File: src/rtl/txg_pkg.sv
package txg_pkg;

    typedef enum logic [2:0] {
        ST_OFF     = 3'd0,
        ST_IDLE    = 3'd1,
        ST_DRIVE   = 3'd2,
        ST_LOCKED  = 3'd3,
        ST_QUALIFY = 3'd4
    } guard_state_e;

    function automatic int unsigned cnt_width(input int unsigned limit);
        return (limit < 2) ? 1 : $clog2(limit);
    endfunction

endpackage

File: src/rtl/txg_tick_counter.sv
module txg_tick_counter #(
    parameter int unsigned LIMIT = 10
) (
    input  logic clk,
    input  logic rst_n,
    input  logic run,
    input  logic tick,
    output logic done
);
    import txg_pkg::*;

    localparam int unsigned W = cnt_width(LIMIT);
    localparam logic [W-1:0] LAST = W'(LIMIT - 1);

    logic [W-1:0] cnt_q;
    logic         at_last;

    assign at_last = (cnt_q == LAST);
    assign done    = run && tick && at_last;

    always_ff @(posedge clk or negedge rst_n) begin
        if (!rst_n) begin
            cnt_q <= '0;
        end else if (!run) begin
            cnt_q <= '0;
        end else if (tick) begin
            if (at_last) begin
                cnt_q <= '0;
            end else begin
                cnt_q <= cnt_q + 1'b1;
            end
        end
    end

endmodule

File: src/rtl/txg_fsm.sv
module txg_fsm (
    input  logic                  clk,
    input  logic                  rst_n,
    input  logic                  en,
    input  logic                  txd,
    input  logic                  dom_done,
    input  logic                  rel_done,
    output txg_pkg::guard_state_e state,
    output logic                  dom_run,
    output logic                  rel_run
);
    import txg_pkg::*;

    guard_state_e state_q;
    guard_state_e state_d;

    always_ff @(posedge clk or negedge rst_n) begin
        if (!rst_n) begin
            state_q <= ST_OFF;
        end else begin
            state_q <= state_d;
        end
    end

    always_comb begin
        state_d = state_q;
        if (!en) begin
            state_d = ST_OFF;
        end else begin
            unique case (state_q)
                ST_OFF:     state_d = ST_IDLE;
                ST_IDLE:    if (!txd) state_d = ST_DRIVE;
                ST_DRIVE: begin
                    if (txd)           state_d = ST_IDLE;
                    else if (dom_done) state_d = ST_LOCKED;
                end
                ST_LOCKED:  if (txd) state_d = ST_QUALIFY;
                ST_QUALIFY: begin
                    if (!txd)          state_d = ST_LOCKED;
                    else if (rel_done) state_d = ST_IDLE;
                end
                default:    state_d = ST_OFF;
            endcase
        end
    end

    always_comb begin
        dom_run = 1'b0;
        rel_run = 1'b0;
        unique case (state_q)
            ST_DRIVE:   dom_run = en && !txd;
            ST_QUALIFY: rel_run = en && txd;
            default: begin
                dom_run = 1'b0;
                rel_run = 1'b0;
            end
        endcase
    end

    assign state = state_q;

endmodule

File: src/rtl/txd_dom_guard.sv
module txd_dom_guard #(
    parameter int unsigned DOM_LIMIT_US = 10000,
    parameter int unsigned RELEASE_US   = 10
) (
    input  logic clk,
    input  logic rst_n,
    input  logic txd_sync,
    input  logic tx_enable,
    input  logic us_tick,
    output logic drv_on,
    output logic timeout_flag
);
    import txg_pkg::*;

    guard_state_e state;
    logic         dom_run;
    logic         rel_run;
    logic [1:0]   run_vec;
    logic [1:0]   done_vec;

    txg_fsm i_fsm (
        .clk      (clk),
        .rst_n    (rst_n),
        .en       (tx_enable),
        .txd      (txd_sync),
        .dom_done (done_vec[0]),
        .rel_done (done_vec[1]),
        .state    (state),
        .dom_run  (dom_run),
        .rel_run  (rel_run)
    );

    assign run_vec = {rel_run, dom_run};

    for (genvar g = 0; g < 2; g++) begin : g_timer
        localparam int unsigned LIM = (g == 0) ? DOM_LIMIT_US : RELEASE_US;
        txg_tick_counter #(.LIMIT(LIM)) i_cnt (
            .clk   (clk),
            .rst_n (rst_n),
            .run   (run_vec[g]),
            .tick  (us_tick),
            .done  (done_vec[g])
        );
    end

    always_comb begin
        drv_on       = 1'b0;
        timeout_flag = 1'b0;
        unique case (state)
            ST_DRIVE:   drv_on       = tx_enable;
            ST_LOCKED,
            ST_QUALIFY: timeout_flag = tx_enable;
            default: begin
                drv_on       = 1'b0;
                timeout_flag = 1'b0;
            end
        endcase
    end

endmodule

File: config.mk
export PLATFORM = sky130hd
export DESIGN_NAME = txd_dom_guard
export DESIGN_NICKNAME = d
export VERILOG_FILES = /design/src/rtl/txg_pkg.sv /design/src/rtl/txg_tick_counter.sv /design/src/rtl/txg_fsm.sv /design/src/rtl/txd_dom_guard.sv
export SDC_FILE = /design/constraint.sdc
export NUM_CORES = 1
export LEC_CHECK = 0
export ABC_AREA = 1
export BUFFER_PORTS_ARGS = -buffer_cell sky130_fd_sc_hd__buf_2
export CAP_MARGIN = 15
export CORE_UTILIZATION = 60
export DETAILED_ROUTE_END_ITERATION = 7
export PLACE_DENSITY = 0.78
export REMOVE_ABC_BUFFERS = 1
export SLEW_MARGIN = 5
export SYNTH_ARGS = -nofsm -noshare
export SYNTH_HDL_FRONTEND = slang
export SYNTH_SLANG_ARGS = --single-unit
File: constraint.sdc
create_clock -name clk -period 3.23 [get_ports clk]
set_clock_uncertainty 0.2 [all_clocks]
set_input_delay 0.1615 -clock clk [delete_from_list [all_inputs] [get_ports clk]]
set_output_delay 0.1615 -clock clk [all_outputs]
set_load 0.03 [all_outputs]
# ---- After elaboration in Yosys (flattened, before gate mapping)
# Index checks and enable logic that the tools add are counted.
dict set report word_totals {
  regBits 21
  latch_bits 0
  ramBits 0
  mem_bits_ro 0
  in_bits 5
  output_inout_bits 2
  wordCells 45
  n_memories 0
}
dict set report classes {
  n_addsub 2
  mul 0
  div_mod_pow 0
  magnitude_cmp 0
  eq_ne 12
  shift 0
  muxes 18
  bitwise 0
  reduce_logical 10
}
# op count
set op_table {}
lappend op_table {{2-to-1 mux 14 bit} 3}
lappend op_table {{2-to-1 mux 3 bit} 7}
lappend op_table {{case mux 3 bit (5 select lines)} 1}
lappend op_table {{adder 14 x 1 -> 14 bit, second input constant} 1}
lappend op_table {{== test 14 bit, second input constant} 1}
lappend op_table {{2-to-1 mux 4 bit} 3}
lappend op_table {{!= test 4 x 3 -> 1 bit, second input constant} 2}
lappend op_table {{== test 3 x 2 -> 1 bit, second input constant} 2}
lappend op_table {{logical AND 1 bit} 6}
lappend op_table {{!= test 3 bit, second input constant} 2}
lappend op_table {{adder 4 x 1 -> 4 bit, second input constant} 1}
lappend op_table {{== test 4 bit, second input constant} 1}
lappend op_table {{2-to-1 mux 1 bit} 4}
lappend op_table {{!= test 2 bit, second input constant} 2}
lappend op_table {{AND reduction 4 bit} 1}
lappend op_table {{== test 3 x 1 -> 1 bit, second input constant} 1}
lappend op_table {{== test 3 bit, second input constant} 1}
lappend op_table {{zero test 3 bit} 1}
lappend op_table {{OR reduction 2 bit} 1}
lappend op_table {{zero test 1 bit} 1}

# ---- Longest topological paths before layout
dict set report logic_depth {
  ltp_word 9
  depth_mapped 9
  mapped_depth_nobuf 9
}

# ---- Modules after synthesis
# A second synthesis with hierarchy kept.
dict set report unflattened {
  hier_cells 201
  area_unflattened_um2 1461.4
}
# mod n_inst cells_per_inst area_per_inst_um2 seq_area_each_um2
set modules_own_cells {}
lappend modules_own_cells {{txg_tick_counter (g_timer[0].i_cnt)} 1 120 910.9 350.3}
lappend modules_own_cells {{txg_tick_counter (g_timer[1].i_cnt)} 1 32 255.2 100.1}
lappend modules_own_cells {txg_fsm 1 38 249.0 75.1}
lappend modules_own_cells {txd_dom_guard 1 11 46.3 0.0}

# ---- Worst setup path before layout
# OpenSTA, ideal clock, no wires.
dict set report synth_path {
  path_type {reg2reg}
  startpoint {register g_timer[0].i_cnt.cnt_q[0]}
  endpoint {register g_timer[0].i_cnt.cnt_q[12]}
  setup_ps 119
  arrival_time_ps 1205
  required_time_ps 2911
  path_slack_ps 1707
  stages_incl_launch_ff 9
  path_buffers 0
  synth_period_minus_slack_ps 1523
  path_cell_list {dfrtp_1 > ha_1 > nand2_2 > nor2_4 > nand2_4 > nor2_4 > nand2_1 > nand3_1 > o21ai_2}
}
dict set report synth_between {
  elab_chain_cells 4
  elab_cells_between_ends 5
  classes_between {add/sub (1); eq/ne (1); mux (3)}
}
# element line_no
set synth_rtl {}
lappend synth_rtl {{start: declaration} txg_tick_counter.sv:15} ;# logic [W-1:0] cnt_q;
lappend synth_rtl {{start signal: assignment} txg_tick_counter.sv:30} ;# cnt_q <= cnt_q + 1'b1;
lappend synth_rtl {{adder 14 x 1 -> 14 bit / == test 14 bit (equally long branches)} {txg_tick_counter.sv:30, txg_tick_counter.sv:18}}
lappend synth_rtl {{2-to-1 mux 14 bit *} txg_tick_counter.sv:27} ;# if (at_last) begin
lappend synth_rtl {{2-to-1 mux 14 bit *} txg_tick_counter.sv:26} ;# end else if (tick) begin
lappend synth_rtl {{2-to-1 mux 14 bit *} txg_tick_counter.sv:24} ;# end else if (!run) begin
# Every way passes the cells marked *; elsewhere a longest branch is shown, timed or not. The select of a mux whose other input is x is not followed.
# A chain may end at the register's enable or synchronous reset.

# ---- Final worst setup path
dict set report layout_path {
  startpoint {register g_timer[0].i_cnt.cnt_q[0]}
  endpoint {register g_timer[0].i_cnt.cnt_q[7]}
}
# Same word-level chain as after synthesis.

==> metrics.csv <==
stage;metric;value;unit
pwr;ir_worst_vdd;263;uV
clock_network;h-tree-depth;1;
clock_network;clock-sinks;21;
final_layout;fillers;186;
critical_path;worstSetupStartpointType;flop;
clock_network;cts_tree;done;
route;first_iter_violations;44;
sta;hold_viol;0;
floorplanning;chipHeight;50.4;um
yosys;synth_area_leader_cell;dfrtp_1;
floorplanning;ios;7;
status;outcome;finished clean;
yosys;yosysMostFrequentCell;nand2_1;
critical_path;critPathKind;flop to flop;
worst_hold_path;hold_path_class;input pin to flop;
clock_network;cts.clk_slew.worst_paths;120;ps
clock_network;postCtsSetupBuffers;0;
placed_design;io_buffers;6;
sta;min_period_over_period;53.8;%
pwr;p_int;349;uW
floorplanning;die_area;2540;um^2
critical_path;cp.required;3220;ps
clock_network;clk_latency;300;ps
route;via_count;1236;
global_route;grt_usage;24.7;%
clock_network;clockBufferDepth;2;
pwr;powerDensity;337;nW/um^2
yosys;async_flop_share;100;%
yosys;ys_seq_area_share;37.5;%
critical_path;arrival;1730;ps
route;drtAntennaViolNets;0;
yosys;synthTopCellsByArea;dfrtp_1, nand2_1, inv_1, nor2_1, nand3_1;
route;wl_per_cell;12.7;um
yosys;synth_edf_count;0;
yosys;synth_warnings;0;
placed_design;dpl.hpwl;2200;um
floorplanning;start_util;63.4;%
critical_path;rrSetupSlack;1490;ps
sta;rsz0062_at_grt;no;
yosys;syn_area;1400;um^2
yosys;ys_ff_latch;21;
route;route.detailed.drc;0;
sta;worstMarginPinSlew;463;ps
yosys;synth_cell_types;26;
critical_path;critPathLaunch;g_timer[0].i_cnt.cnt_q[0];
clock_network;postCtsResizedCells;0;
pwr;total_power;507;uW
yosys;ys.flop_type;dfrtp_1;
sta;setup_viol_count_final;0;
global_route;grt_pass1_vias;1102;
yosys;synth_top_area_share;37.5;%
sta;min_period;1740;ps
pwr;switching_power;158;uW
global_route;grt_max_degree;22;
critical_path;r2r-start;g_timer[0].i_cnt.cnt_q[0];
placed_design;place.gp.congestion;0.899;
global_route;antenna_found_initial;0;
critical_path;end_kind;flop;
route;wl;2840;um
pwr;clockPowerShare;25.0;%
yosys;syn_area_per_cell;7.58;um^2
final_layout;diodes;0;
job;maxCapViolCount;0;
critical_path;crit-reg2reg-capture;g_timer[0].i_cnt.cnt_q[7];
sta;drv_slew;0;
sta;slew_headroom;69.2;%
floorplanning;core;2210;um^2
clock_network;root_buffer;clkbuf_4;
floorplanning;num_rows;17;
final_layout;utilization;68.0;%
route;via_per_inst;5.52;
critical_path;crit_end;g_timer[0].i_cnt.cnt_q[7];
yosys;synthTopCellsByCount;nand2_1, dfrtp_1, inv_1;
final_layout;fin_nets;203;
clock_network;cts_made_buffers;3;
critical_path;r2r_cells;6;
yosys;syn_inst;185;
global_route;grt_pass1_wl;4730;um
sta;fmax;575;MHz
global_route;grt_overflow;0;
pwr;combinationalPowerShare;19.0;%
route;dr.pass1.iters;4;
pwr;p_sw_share;31.2;%
floorplanning;fp.dieW;50.4;um
pwr;p_leak;0.000694;uW
critical_path;critPathMaxFanout;9;
sta;tns;0;ps
pwr;pwr-share-seq;56.0;%
final_layout;area.growth.synth_to_final;7.23;%
final_layout;drive_above_1_share;20.4;%
## power by group through the flow
stage	registers, uW	clock network (uW)	logic (uW)
final	284	127	96.4
after global routing	285	142	108
after CTS	284	130	96.4
after detailed placement	289	0	94.2
after global placement	288	0	90.7
after floorplan	287	0	69.9
## final cells by class
| class | count | area [um^2] | area share [%] |
|---|---|---|---|
| inverters | 25 | 93.8 | 6.24 |
| repair buffers | 8 | 50.0 | 3.33 |
| clock inverters | 1 | 5.00 | 0.333 |
| well taps | 28 | 35.0 | 2.33 |
| clock buffers | 3 | 22.5 | 1.50 |
| flip-flops and latches | 21 | 526 | 34.9 |
| multi-input cells | 138 | 772 | 51.3 |
## critical path, cell delays in order (launching register included)
cell and delay [ps]:
dfrtp_1 470, ha_1 270, nand3_2 130, nor2_2 160, nand3_4 160, nand2_4 160
o22ai_2 80
## registers in the layout, summed over array words and instances (netlist names)
name	flops
g_timer.i_cnt.cnt_q	18
i_fsm.state	3
## layout by cell type (no fill, tap or decap), types with 2 or more instances in the layout
cell	count
o21ai_0	4
nor3_1	3
dfrtp_1	21
xor2_1	4
inv_2	4
dlygate4sd3_1	2
inv_1	21
nand2_4	3
o21ai_1	6
nand2_1	47
nor2_1	20
a21oi_1	6
buf_2	6
clkbuf_4	3
nand4_1	5
o22ai_2	3
o21ai_2	5
nand2_2	4
nor2_4	4
nand3_1	14
nor2_2	3
## timing repair
action | CTS | global route
endpoints found under the hold margin | 23 | 0
hold buffers | 2 | 0
endpoints found under the setup margin | 0 | 0
## routing by layer
metal	GRT usage, %	part of all wire (%)
met1	34.2	50
met2	40.9	47
met3	2.73	2.5
met4	6.94	1.1
met5	0	0
## cells by family after synthesis
family / Yosys count / share of synthesized area, %
AOI/OAI and AO/OA: 26 / 12.7
xor gates and xnor gates: 5 / 3.12
adders and majority gates: 1 / 0.892
buffers and inverters: 26 / 7.49
DFF: 21 / 37.5
and+or+nand+nor: 106 / 38.4
## worst min-delay path by stage
stage                     startpoint                        end  slack [ps]  cells past startpoint
after floorplan                rst_n  g_timer[0].i_cnt.cnt_q[0]        -330                      0
after global placement         rst_n  g_timer[0].i_cnt.cnt_q[6]         -60                      1
after detailed placement       rst_n  g_timer[0].i_cnt.cnt_q[6]         -60                      1
after CTS                   txd_sync             i_fsm.state[0]        0.07                      4
after global routing        txd_sync             i_fsm.state[1]          40                      4
final                       txd_sync             i_fsm.state[0]          20                      4
## per-stage QoR
step                instances  area (um^2)  setup slack [ps]  hold WS (ps)
floorplan                 184         1390              1610          -334
global placement          218         1460              1550         -61.9
detailed placement        218         1460              1520         -56.9
CTS                       224         1500              1510        0.0653
global route              224         1500              1410          35.1
finish                    224         1500              1490          19.4
Power figures use the tool's default switching activity.
